==> src/rtl/slot_irq_pkg.sv <==
package slot_irq_pkg;

    localparam int NUM_SLOTS = 5;
    localparam int SLOT_W    = 3;
    localparam int PORT_W    = 4;
    localparam int WORD_W    = 16;
    localparam int NUM_WORDS = 2;
    localparam int ADDR_W    = 8;
    localparam int BIT_W     = $clog2(WORD_W);
    localparam int SPAN_W    = BIT_W + 1;
    localparam int NARROW_SPAN = 4;

    localparam logic [ADDR_W-1:0] RD_WORD0 = 8'h20;
    localparam logic [ADDR_W-1:0] RD_WORD1 = 8'h22;

    typedef logic [NUM_WORDS-1:0][WORD_W-1:0] status_vec_t;

    typedef struct packed {
        logic              word;
        logic [BIT_W-1:0]  base;
        logic [SPAN_W-1:0] span;
    } slot_route_t;

    typedef struct packed {
        logic              valid;
        logic [SLOT_W-1:0] slot;
        logic [PORT_W-1:0] port;
    } irq_event_t;

    function automatic slot_route_t route_of(input logic [SLOT_W-1:0] s);
        slot_route_t r;
        if (s == '0) begin
            r.word = 1'b0;
            r.base = '0;
            r.span = SPAN_W'(WORD_W);
        end else begin
            r.word = 1'b1;
            r.base = {s[1:0] - 2'd1, 2'b00};
            r.span = SPAN_W'(NARROW_SPAN);
        end
        return r;
    endfunction

endpackage

==> src/rtl/slot_irq_decode.sv <==
module slot_irq_decode
    import slot_irq_pkg::*;
(
    input  logic        clk,
    input  logic        rst,
    input  irq_event_t  ev,
    output status_vec_t hit
);
    slot_route_t      rt;
    logic [SPAN_W-1:0] pos;
    logic              in_range;

    always_comb begin
        rt       = route_of(ev.slot);
        pos      = SPAN_W'(rt.base) + SPAN_W'(ev.port);
        in_range = (int'(ev.slot) < NUM_SLOTS) && ({1'b0, ev.port} < rt.span);
        hit      = '0;
        if (ev.valid && in_range)
            hit[rt.word][pos[BIT_W-1:0]] = 1'b1;
    end

    AST_ONE_TARGET: assert property (@(posedge clk) disable iff (rst)
        $onehot0(hit)) else $error("decode hit more than one bit");

    AST_BAD_SLOT_DROPPED: assert property (@(posedge clk) disable iff (rst)
        (ev.valid && int'(ev.slot) >= NUM_SLOTS) |-> (hit == '0)) else $error("slot out of range decoded");

    AST_WIDE_PORT_DROPPED: assert property (@(posedge clk) disable iff (rst)
        (ev.valid && ev.slot != '0 && int'(ev.port) >= NARROW_SPAN) |-> (hit == '0)) else $error("port beyond field decoded");

endmodule

==> src/rtl/slot_irq_status.sv <==
module slot_irq_status
    import slot_irq_pkg::*;
(
    input  logic        clk,
    input  logic        rst,
    input  status_vec_t set_hit,
    input  status_vec_t clr_hit,
    output status_vec_t words
);
    for (genvar w = 0; w < NUM_WORDS; w++) begin : g_word
        always_ff @(posedge clk) begin
            if (rst)
                words[w] <= '1;
            else
                words[w] <= (words[w] | clr_hit[w]) & ~set_hit[w];
        end
    end

    AST_RESET_IDLE: assert property (@(posedge clk)
        rst |=> (words == '1)) else $error("words not idle after reset");

    AST_SET_WINS: assert property (@(posedge clk) disable iff (rst)
        (set_hit != '0) |=> ((words & $past(set_hit)) == '0)) else $error("set bit not pending");

    AST_CLEAR_RESTORES: assert property (@(posedge clk) disable iff (rst)
        ((clr_hit & ~set_hit) != '0) |=> ((words & $past(clr_hit & ~set_hit)) == $past(clr_hit & ~set_hit))) else $error("clear did not restore");

    AST_HOLD_IDLE: assert property (@(posedge clk) disable iff (rst)
        (set_hit == '0 && clr_hit == '0) |=> $stable(words)) else $error("words moved without event");

endmodule

==> src/rtl/slot_irq_aggr.sv <==
module slot_irq_aggr
    import slot_irq_pkg::*;
(
    input  logic              clk,
    input  logic              rst,
    input  logic              set_valid,
    input  logic [SLOT_W-1:0] set_slot,
    input  logic [PORT_W-1:0] set_port,
    input  logic              clr_valid,
    input  logic [SLOT_W-1:0] clr_slot,
    input  logic [PORT_W-1:0] clr_port,
    input  logic [ADDR_W-1:0] rd_addr,
    output logic [WORD_W-1:0] rd_data,
    output logic              irq_out
);
    localparam int NUM_KINDS = 2;
    localparam int KIND_SET  = 0;
    localparam int KIND_CLR  = 1;

    irq_event_t  evs  [NUM_KINDS];
    status_vec_t hits [NUM_KINDS];
    status_vec_t words;
    logic        pending;

    assign evs[KIND_SET] = '{valid: set_valid, slot: set_slot, port: set_port};
    assign evs[KIND_CLR] = '{valid: clr_valid, slot: clr_slot, port: clr_port};

    for (genvar k = 0; k < NUM_KINDS; k++) begin : g_dec
        slot_irq_decode u_dec (
            .clk (clk),
            .rst (rst),
            .ev  (evs[k]),
            .hit (hits[k])
        );
    end

    slot_irq_status u_status (
        .clk     (clk),
        .rst     (rst),
        .set_hit (hits[KIND_SET]),
        .clr_hit (hits[KIND_CLR]),
        .words   (words)
    );

    assign pending = (words != '1);

    always_ff @(posedge clk) begin
        if (rst)
            irq_out <= 1'b0;
        else
            irq_out <= pending;
    end

    always_comb begin
        unique case (rd_addr)
            RD_WORD0: rd_data = words[0];
            RD_WORD1: rd_data = words[1];
            default:  rd_data = '1;
        endcase
    end

    AST_IRQ_TRACKS: assert property (@(posedge clk) disable iff (rst)
        1'b1 |=> (irq_out == $past(words != '1))) else $error("irq does not follow status");

    AST_IRQ_RESET_LOW: assert property (@(posedge clk)
        rst |=> !irq_out) else $error("irq high after reset");

endmodule

==> config.mk <==
export PLATFORM = sky130hd
export DESIGN_NAME = slot_irq_aggr
export DESIGN_NICKNAME = d
export VERILOG_FILES = /design/src/rtl/slot_irq_pkg.sv /design/src/rtl/slot_irq_decode.sv /design/src/rtl/slot_irq_status.sv /design/src/rtl/slot_irq_aggr.sv
export SDC_FILE = /design/constraint.sdc
export NUM_CORES = 1
export LEC_CHECK = 0
export BUFFER_PORTS_ARGS = -buffer_cell sky130_fd_sc_hd__buf_2
export CAP_MARGIN = 20
export CORE_UTILIZATION = 28
export CTS_BUF_LIST = sky130_fd_sc_hd__clkbuf_8
export DETAILED_ROUTE_END_ITERATION = 7
export GPL_TIMING_DRIVEN = 0
export HOLD_SLACK_MARGIN = 0.1
export SETUP_SLACK_MARGIN = 0.1
export SYNTH_ARGS = -nofsm -noshare
export SYNTH_HDL_FRONTEND = slang
export SYNTH_HIERARCHICAL = 1
export SYNTH_SLANG_ARGS = --single-unit
export TNS_END_PERCENT = 50
==> constraint.sdc <==
create_clock -name clk -period 1.85 [get_ports clk]
set_input_delay 0.2775 -clock clk [delete_from_list [all_inputs] [get_ports clk]]
set_output_delay 0.2775 -clock clk [all_outputs]
set_load 0.01 [all_outputs]
Word-level counts from Yosys, hierarchy flattened
Cells that the tools add are included.
- add/sub/neg operators: 4
- $lt $le $gt $ge: 12
- equality and inequality tests: 3
- multiplexer cells: 13
- bitwise logic cells: 6
- reductions and logical operators: 10
- operator list (operator ; count):
    $mux 32 ; 2
    $and 16x16->16 ; 2
    $demux 16 s1 ; 2
    $mux 16 ; 2
    $ne 32x32->1 const B ; 1
    $not 16->16 ; 2
    $or 16x16->16 ; 2
    $pmux 16 s2 ; 1
    $mux 10 ; 2
    $eq 8x6->1 const B ; 2
    $lt 4x5->1 ; 2
    $lt 4x5->1 const B ; 2
    $add 4x4->4 ; 2
    $demux 1 s4 ; 2
    $ge 4x1->1 const B ; 2
    $logic_and 1x1->1 ; 8
    $logic_not 3->1 ; 2
    $lt 3x3->1 const B ; 2
    $lt 1x2->1 const B ; 2
    $sub 2x1->2 const B ; 2
    $ge 1x1->1 const B ; 2
    $mux 1 ; 2
- register bits: 33
- input bits: 26
- word-level logic and storage cells: 51

Depth between registers and ports, before layout
Gate-level depths: netlist (run 1).
- depth after elaboration: 12
- depth in mapped cells: 9
- gate-level depth less buffers: 8

Cells and area by module
Netlist (run 1), hierarchy kept.
- by module, submodules not included (module ; times used ; cells an instance ; area an instance (um^2) ; seq. area each (um^2)):
    slot_irq_status ; 1 ; 99 ; 1016.0 ; 640.6
    slot_irq_decode at g_dec[0].u_dec ; 1 ; 72 ; 434.2 ; 0.0
    slot_irq_decode at g_dec[1].u_dec ; 1 ; 72 ; 406.6 ; 0.0
    slot_irq_aggr ; 1 ; 34 ; 301.5 ; 20.0

Worst setup path before layout (run 1)
Ideal clock, no wire load.
- path type: in2reg
- start point: input port clr_slot[1]
- end point: register u_status/words[16] in the netlist's numbering
- library setup time: 0.070 ns
- data arrival time: 1.607 ns
- setup slack: 0.173 ns
- stages: 8
- cell sequence: nor2_1 -> nor2_1 -> ha_1 -> nor4b_1 -> nand4_1 -> nor3_1 -> nor2_1 -> o21bai_1
- RTL lines (item ; line ; text):
    start: declaration ; slot_irq_aggr.sv:10 ; input logic [SLOT_W-1:0] clr_slot,
    end signal: indexed assignment ; slot_irq_status.sv:15 ; words[w] <= (words[w] | clr_hit[w]) & ~set_hit[w];
    end: declaration ; slot_irq_status.sv:8 ; output status_vec_t words

Final worst setup path (run 1)
- start point: input port rd_addr[7]
- end point: output port rd_data[4]
- cells in the longest elaborated chain, start to end: 2
- elaborated cells between the ends (all ways): 3
- RTL lines (item ; line ; text):
    start: declaration ; slot_irq_aggr.sv:12 ; input logic [ADDR_W-1:0] rd_addr,
    $eq 8x6->1 ; slot_irq_aggr.sv:55 ; unique case (rd_addr)
    $pmux 16 s2 (*) ; slot_irq_aggr.sv:55 ;
    end: declaration ; slot_irq_aggr.sv:13 ; output logic [WORD_W-1:0] rd_data,
Every way passes the cells marked *; elsewhere a longest branch is shown, timed or not.

==> metrics.txt, run 1 <==
status completed; total wire length 6569 µm; placed insts 418; antenna violations before repair 0; VDD IR-drop max 0.0002025 V; Sink Count 33; Vias/cell 5.271; DP HPWL 5136 µm; H-tree levels 2; Peak Freq 588.9 MHz; antenna diode count 0; fin crit share 91.79%; Worst Setup End Kind output pin; Die Area 0.008063 mm²; Final ANT Viol Nets 0; Layout Cells excl Fill 428; Remaining DRCs 0; RD Place Congestion 0.8629; Most used DFF post-synth dfxtp_1; final slew viol count 0; critical path arrival 1420 ps; setup violators final 0; crit path cell chain buf_2 -> nor4_4 -> nand4b_2 -> buf_4 -> o22a_2 -> buf_2; Wirelength per Cell 15.35 µm; share of flip-flops with an asynchronous set or reset 0%; Chip Width 89.80 µm; Cell Pwr Density 555.9 mW/mm²; Initial Util 29.29%; GRT Total Usage 16.26%; Post-Syn Instances 277; CP required 1570 ps; commonest cells after routing, fill and taps aside nor2_1 (63), buf_2 (45), dfxtp_1 (33), o21bai_1 (32), nand4_1 (24); final worst setup slack 151.9 ps; largest net degree at the start of global routing 11; worst slack at placement -338.6 ps; RSZ-0062 raised after global routing yes; clk_skew 2.939 ps; vias in the first global route 2129; # port buffers 42; Synth Net Count 307; Multi-input gate area 0.001510 mm²; WP buf/inv 3; CTS max path bufs 2; Yosys warning total 6; post-synthesis sequential area ratio 30.61%; number of iterations in the first detailed-routing pass 4; MaxCap Viol Count 0; endpoints failing hold 0; DRT iter0 DRCs 140; row count 31; Layout Nets 358; Ports 43; hold_buf cts 0; CP max FO 6; commonest non-fill, non-tap cell in the layout nor2_1; CTS Buf Count 5; Post-synth EDFFs 0; vias 2256; class of the worst hold path input pin to flop; global-route wire length before repair 10290 µm; Least-Margin Pin Slew 597.7 ps; Clock Latency Late Sink 290 ps; Distinct cells, synth 39; cell area after synthesis 0.002158 mm²; Worst Setup Path Type input pin to output pin; Synth-to-Final Area Change 24.29%; core area 0.007370 mm²; die height 89.80 µm; CTS tree done; Reg clk slew, reported paths 60 ps; Slew HR 59.59%; Synth Register Bits 33; Startpoint Class input pin; crit-path leading delay family simple AND/OR/NAND/NOR gates; CP max stage delay 320 ps; clk root buf clkbuf_8; area occupied by registers 660.6 µm²; Period minus WS final 1698 ps; GRT overflow 0; Synth Area per Inst 7.792 µm²; Fill cells 821; cell mode on critical path buf_2; static leakage 1.183 nW; Crit-path slowest cell nor4_4; share of post-route cells with drive strength above 1 24.62%
## per-layer routing
layer	vias to the layer above	GRT usage (%)	wire, µm
met3	14	3.638	335
li1	1135	-	-
met4	0	6.284	157
met1	1052	19.63	2926
met5	-	0	0
met2	55	27.95	3150
## where the power goes
part,leakage [nW],internal [W],switching [W]
combinational,0.864,0.000108,0.000161
clock,0.0519,0.000250,0.000251
sequential,0.267,0.000716,0.00000423
total,1.18,0.00107,0.000417
## final cells by class
cell class	count	area share, %
timing repair buffer	44	8.396
clock buffer	5	2.565
clock inverter	3	0.4198
buffer	13	3.078
tap	99	4.618
sequential	33	24.63
multi-input combinational	231	56.30
## sequential cells by signal (all words and copies together), names as in the netlist
name	flops
irq_out	1
u_status/words	32
## final timing paths
check	from	end	cells after the start	slack [ps]
max	rd_addr[7]	rd_data[4]	6	150
min	rst	irq_out	2	280
max reg2reg	u_status/words[28]	irq_out	3	690
min reg2reg	u_status/words[0]	u_status/words[0]	2	510
## Yosys cell counts (all sizes together) (3+ instances only)
master	number	area (µm²)
nor2	63	236.5
dfxtp	33	660.6
o21bai	32	240.2
nand4	25	162.6
nor3	24	120.1
a21oi	19	98.85
o22a	16	147.6
buf	8	63.80
nand3	6	30.03
clkbuf	5	18.77
ha	4	50.05
nand2	4	15.01
nand2b	4	25.02
nand3b	4	30.03
nor2b	4	25.02
nor4b	4	41.29
nor4	3	25.02
## per-stage QoR
stage	setup TNS, ps	cell area [µm²]	power [W]	util [%]	hold WS, ps
2_1_floorplan	0	2158	0.0008955	-	346.6
3_3_place_gp	-4113	2492	0.0009722	33.82	497.7
3_5_place_dp	-5124	2492	0.0009772	33.82	503.3
4_1_cts	0	2613	0.001482	35.45	270.1
5_1_grt	0	2683	0.001573	36.40	278.5
6_report	0	2683	0.001491	36.40	277.2
## repair_timing
item                       4_1_cts  5_1_grt
setup buffers                    2        0
pin swaps                        2        0
setup endpoints to repair       26       36
gates resized for setup          4       10
## logic make-up after synthesis
family	after synthesis	synth area share [%]
flops	33	30.61
buf+inv	13	3.826
xor+xnor	4	1.971
fa+ha+maj	4	2.319
compound gates	71	23.77
simple gates	152	37.51
No activity file was read; power rests on OpenSTA's default activity.
==> run 2: changes to the inputs <==
--- a/config.mk
+++ b/config.mk
@@ -12,6 +12,7 @@
 export DETAILED_ROUTE_END_ITERATION = 7
 export GPL_TIMING_DRIVEN = 0
 export HOLD_SLACK_MARGIN = 0.1
+export REMOVE_ABC_BUFFERS = 1
 export SETUP_SLACK_MARGIN = 0.1
 export SYNTH_ARGS = -nofsm -noshare
 export SYNTH_HDL_FRONTEND = slang
==> metrics.txt, run 2 (same netlist as run 1, synthesis figures left out) <==
status completed (unchanged); Final ANT Viol Nets 0 (unchanged); vias 2211 (was 2256); WP buf/inv 4 (was 3); worst reg2reg path endpoint irq_out (unchanged); Critical Path Sink rd_data[6] (was rd_data[4]); CP max stage delay 260 ps (was 320 ps); CTS max path bufs 2 (unchanged); placed insts 405 (was 418); Chip Width 89.80 µm (unchanged); Met1 Routed Length 2884 µm (was 2926 µm); Most flops, register u_status/words (unchanged); hold_buf cts 0 (unchanged); Ports 43 (unchanged); MaxCap Viol Count 0 (unchanged); GRT Total Usage 16.44% (was 16.26%); Synth-to-Final Area Change 24.46% (was 24.29%); DRT iter0 DRCs 116 (was 140); Sink Count 33 (unchanged); Period minus WS final 1741 ps (was 1698 ps); Register-to-Register Setup Slack 590 ps (was 690 ps); Peak Freq 574.3 MHz (was 588.9 MHz); fin util 36.45% (was 36.40%); CP startpoint rd_addr[2] (was rd_addr[7]); Remaining DRCs 0 (unchanged); Wirelength per Cell 15.54 µm (was 15.35 µm); H-tree levels 2 (unchanged); Startpoint Class input pin (unchanged); RD Place Congestion 0.8660 (was 0.8629); Reg-to-Reg Start u_status/words[17] (was u_status/words[28]); critical path arrival 1460 ps (was 1420 ps); Cell Pwr Density 556.9 mW/mm² (was 555.9 mW/mm²); GRT overflow 0 (unchanged); crit-path leading delay family buffers and inverters (was simple AND/OR/NAND/NOR gates); endpoints failing hold 0 (unchanged); row count 31 (unchanged); cell mode on critical path buf_2 (unchanged); total wire length 6466 µm (was 6569 µm); top layer in use met4 (unchanged); WL met2 3054 µm (was 3150 µm); antenna diode count 0 (unchanged); Die Area 0.008063 mm² (unchanged); Vias/cell 5.315 (was 5.271); commonest cells after routing, fill and taps aside nor2_1 (60), buf_2 (40), dfxtp_1 (33), o21bai_1 (32) (was nor2_1 (63), buf_2 (45), dfxtp_1 (33), o21bai_1 (32), nand4_1 (24)); fin crit share 94.12% (was 91.79%); Worst Setup Path Type input pin to output pin (unchanged); WL met3 325 µm (was 335 µm); static leakage 1.171 nW (was 1.183 nW); Initial Util 29.29% (unchanged); die height 89.80 µm (unchanged); Finished Cell Area 0.002686 mm² (was 0.002683 mm²); largest net degree at the start of global routing 34 (was 11); Setup TNS 0 ps (unchanged); commonest non-fill, non-tap cell in the layout nor2_1 (unchanged); clk root buf clkbuf_8 (unchanged); VDD IR-drop max 0.0003028 V (was 0.0002025 V); total power 0.001496 W (was 0.001491 W); max FFs per register 32 (unchanged); Crit-path slowest cell nor4_4 (unchanged); RSZ-0062 raised after global routing yes (unchanged); CP max FO 16 (was 6); core area 0.007370 mm² (unchanged); vias in the first global route 2236 (was 2129); setup violators final 0 (unchanged); global-route wire length before repair 10540 µm (was 10290 µm); FF-to-FF path depth 3 (unchanged); Layout Cells excl Fill 416 (was 428); class of the worst hold path input pin to flop (unchanged); antenna violations before repair 0 (unchanged); DP HPWL 4873 µm (was 5136 µm); Fill cells 808 (was 821); clk_skew 7.180 ps (was 2.939 ps); CTS Buf Count 5 (unchanged); CTS tree done (unchanged); Reg clk slew, reported paths 60 ps (about the same); # port buffers 42 (unchanged); Layout Nets 346 (was 358); area occupied by registers 660.6 µm² (unchanged); share of post-route cells with drive strength above 1 24.92% (was 24.62%); crit path cell chain buf_2 -> nor4_4 -> buf_4 -> nand4_4 -> buf_12 -> o22a_2 -> buf_2 (was buf_2 -> nor4_4 -> nand4b_2 -> buf_4 -> o22a_2 -> buf_2); Multi-input gate area 0.001579 mm² (was 0.001510 mm²); largest registers u_status/words x32, irq_out x1 (unchanged); Worst Setup End Kind output pin (unchanged); final slew viol count 0 (unchanged); number of iterations in the first detailed-routing pass 4 (unchanged); Slew HR 57.85% (was 59.59%); Least-Margin Pin Slew 623.4 ps (was 597.7 ps); CP required 1570 ps (about the same); Placed Area 0.002410 mm² (was 0.002492 mm²); CP Depth 7 (was 6); Clock Latency Late Sink 290 ps (about the same)
run 2: cell types whose count changed in the layout (fill, tap and decap cells not counted), sizes merged:
cell	previous run	this run
nand4b	1	2
clkbuf	10	5
buf	52	44
run 2: layer usage:
metal  global-route usage, %  vias up
li1                        -     1108
met1                   20.25     1027
met2                   27.50       61
met3                   3.130       15
met4                   7.787        0
met5                       0        -
run 2: tightest hold or removal path, cell delays in order:
cell	delay, ps
buf_2	210
nor3_1	80
o21bai_1	120
run 2: area by class of cell:
type | count | share of cell area, %
Clock inverter | 3 | 0.4192
Timing Repair Buffer | 44 | 9.036
Multi-Input combinational cell | 232 | 58.78
Tap cell | 99 | 4.611
Clock buffer | 5 | 2.562
Sequential cell | 33 | 24.59
run 2: worst min-delay path by stage:
stage / from / to / slack [ps] / cells past startpoint
floorplan: rst / irq_out / 350 / 1
global placement: u_status/words[12] / u_status/words[12] / 500 / 2
detailed placement: u_status/words[24] / u_status/words[24] / 510 / 2
CTS: set_port[1] / u_status/words[0] / 440 / 3
global route: set_port[1] / u_status/words[8] / 480 / 3
finish: set_port[1] / u_status/words[0] / 440 / 3
run 2: metrics by stage:
stage                     worst slack, ps  hold WS (ps)
after floorplan                     173.0         346.6
after global placement             -258.4         497.9
after detailed placement           -302.4         506.2
after CTS                           23.51         438.2
after global routing                55.41         478.2
final                               108.7         440.6
run 2: timing repair:
item | CTS | global route
gates cloned | 1 | 0
pin swaps | 3 | 7
endpoints found under the setup margin | 31 | 39
buffers inserted | 2 | 0
resized for setup | 7 | 17
run 2: where the power goes:
group	switching (W)	internal [W]
logic	0.000168	0.000105
clock network	0.000252	0.000250
registers	0.00000413	0.000716
total	0.000425	0.00107
==> run 3: changes to the inputs <==
--- a/config.mk
+++ b/config.mk
@@ -7,6 +7,7 @@
 export LEC_CHECK = 0
 export BUFFER_PORTS_ARGS = -buffer_cell sky130_fd_sc_hd__buf_2
 export CAP_MARGIN = 20
+export CORE_ASPECT_RATIO = 1.5
 export CORE_UTILIZATION = 28
 export CTS_BUF_LIST = sky130_fd_sc_hd__clkbuf_8
 export DETAILED_ROUTE_END_ITERATION = 7
==> metrics.txt, run 3 (same netlist as run 1, synthesis figures left out) <==
status completed (unchanged); static leakage 1.165 nW (was 1.171 nW); CP max stage delay 390 ps (was 260 ps); Finished Cell Area 0.002693 mm² (was 0.002686 mm²); Peak Freq 571.4 MHz (was 574.3 MHz); Placed Area 0.002411 mm² (was 0.002410 mm²); final worst setup slack 99.86 ps (was 108.7 ps); critical path arrival 1470 ps (was 1460 ps); Reg-to-Reg Start u_status/words[22] (was u_status/words[17]); Register-to-Register Setup Slack 520 ps (was 590 ps); setup violators final 0 (unchanged); WHS Endpoint u_status/words[4] (was u_status/words[0]); clk_skew 5.638 ps (was 7.180 ps); Slew HR 59.90% (was 57.85%); DRT iter0 DRCs 190 (was 116); GRT Total Usage 17.30% (was 16.44%); Setup TNS 0 ps (unchanged); Worst Setup End Kind output pin (unchanged); Layout Nets 345 (was 346); fin util 36.54% (was 36.45%); DP HPWL 5002 µm (was 4873 µm); VDD IR-drop max 0.0002143 V (was 0.0003028 V); Remaining DRCs 0 (unchanged); vias 2238 (was 2211); row count 38 (was 31); # port buffers 42 (unchanged); final slew viol count 0 (unchanged); hold path depth 3 (unchanged); antenna diode count 0 (unchanged); Sink Count 33 (unchanged); Ports 43 (unchanged); CP required 1570 ps (about the same); Cell Pwr Density 591.6 mW/mm² (was 556.9 mW/mm²); die height 109.5 µm (was 89.80 µm); MaxCap Viol Count 0 (unchanged); class of the worst hold path input pin to flop (unchanged); Hold Crit Start set_port[1] (unchanged); share of post-route cells with drive strength above 1 25.63% (was 24.92%); Wirelength per Cell 16.06 µm (was 15.54 µm); commonest cells after routing, fill and taps aside nor2_1 (63), buf_2 (42), dfxtp_1 (33), o21bai_1 (32), nand4_1 (24) (was nor2_1 (60), buf_2 (40), dfxtp_1 (33), o21bai_1 (32)); Synth-to-Final Area Change 24.75% (was 24.46%); largest registers u_status/words x32, irq_out x1 (unchanged); CTS Buf Count 5 (unchanged); Vias/cell 5.380 (was 5.315); Clock Latency Late Sink 280 ps (was 290 ps); CTS max path bufs 2 (unchanged); Die Area 0.008071 mm² (was 0.008063 mm²); H-tree levels 2 (unchanged); Most flops, register u_status/words (unchanged); worst slack at placement -369.5 ps (was -302.4 ps); Final ANT Viol Nets 0 (unchanged); CP max FO 16 (unchanged); antenna violations before repair 0 (unchanged); Worst Setup Path Type input pin to output pin (unchanged); Least-Margin Pin Slew 596.1 ps (was 623.4 ps); commonest non-fill, non-tap cell in the layout nor2_1 (unchanged); endpoints failing hold 0 (unchanged); core area 0.007370 mm² (unchanged); RD Place Congestion 0.9538 (was 0.8660); Layout Cells excl Fill 416 (unchanged); CTS tree done (unchanged); RSZ-0062 raised after global routing yes (unchanged); max FFs per register 32 (unchanged); Initial Util 29.29% (unchanged); placed insts 406 (was 405); Crit-path slowest cell nor4_4 (unchanged); fin crit share 94.60% (was 94.12%); cell mode on critical path buf_2 (unchanged); number of iterations in the first detailed-routing pass 4 (unchanged); FF-to-FF path depth 3 (unchanged); global-route wire length before repair 10410 µm (was 10540 µm); GRT overflow 0 (unchanged); vias in the first global route 2108 (was 2236); total wire length 6681 µm (was 6466 µm); worst reg2reg path endpoint irq_out (unchanged); clk root buf clkbuf_8 (unchanged); Reg clk slew, reported paths 70 ps (was 60 ps); Chip Width 73.69 µm (was 89.80 µm); crit path cell chain buf_2 -> nor4_4 -> nand4_4 -> buf_12 -> o22a_2 -> buf_2 (was buf_2 -> nor4_4 -> buf_4 -> nand4_4 -> buf_12 -> o22a_2 -> buf_2); hold_buf cts 0 (unchanged); Startpoint Class input pin (unchanged); Period minus WS final 1750 ps (was 1741 ps); largest net degree at the start of global routing 34 (unchanged)
run 3: worst max-delay path by stage:
stage / slack (ps) / from / endpoint / cells past startpoint
floorplan: 170 / clr_slot[1] / u_status/words[16] / 8
global placement: -340 / set_slot[1] / u_status/words[16] / 8
detailed placement: -370 / set_slot[1] / u_status/words[16] / 8
CTS: 40 / set_slot[1] / u_status/words[20] / 8
global route: 30 / clr_slot[1] / u_status/words[20] / 9
finish: 100 / rd_addr[7] / rd_data[7] / 6
run 3: report_power, final:
| group | internal [W] | switching, W |
|---|---|---|
| Combinational | 0.0000994 | 0.000171 |
| Sequential | 0.000716 | 0.00000366 |
| Clock | 0.000336 | 0.000267 |
run 3: critical path: cells and delay by family:
kind / cells / cell delay [ps]
and+or+nand+nor: 2 / 530
buffers and inverters: 3 / 430
AOI/OAI and AO/OA: 1 / 230
run 3: area by class of cell:
type                       count  area (µm²)
multi-input combinational    231        1555
tap                          100       125.1
fill                         791        4677
sequential                    33       660.6
clock buffer                   7       96.34
timing repair buffer          44       250.2
clock inverter                 1       5.005
run 3: per-layer routing:
metal	part of all wire (%)	global-route usage, %
met1	38	18.34
met2	54	32.50
met3	3.6	2.016
met4	4.1	9.203
met5	0	0
run 3: through the flow:
| stage | power, W | hold slack (ps) |
|---|---|---|
| floorplan | 0.0008691 | 346.6 |
| global placement | 0.0009603 | 494.8 |
| detailed placement | 0.0009657 | 504.2 |
| CTS | 0.001572 | 440.5 |
| global route | 0.001653 | 457.8 |
| finish | 0.001593 | 451.6 |
run 3: repair_timing:
action,CTS,global route
pin swaps,2,0
setup buffers,2,0
gates cloned,0,0
resized for setup,5,16
setup endpoints to repair,32,41
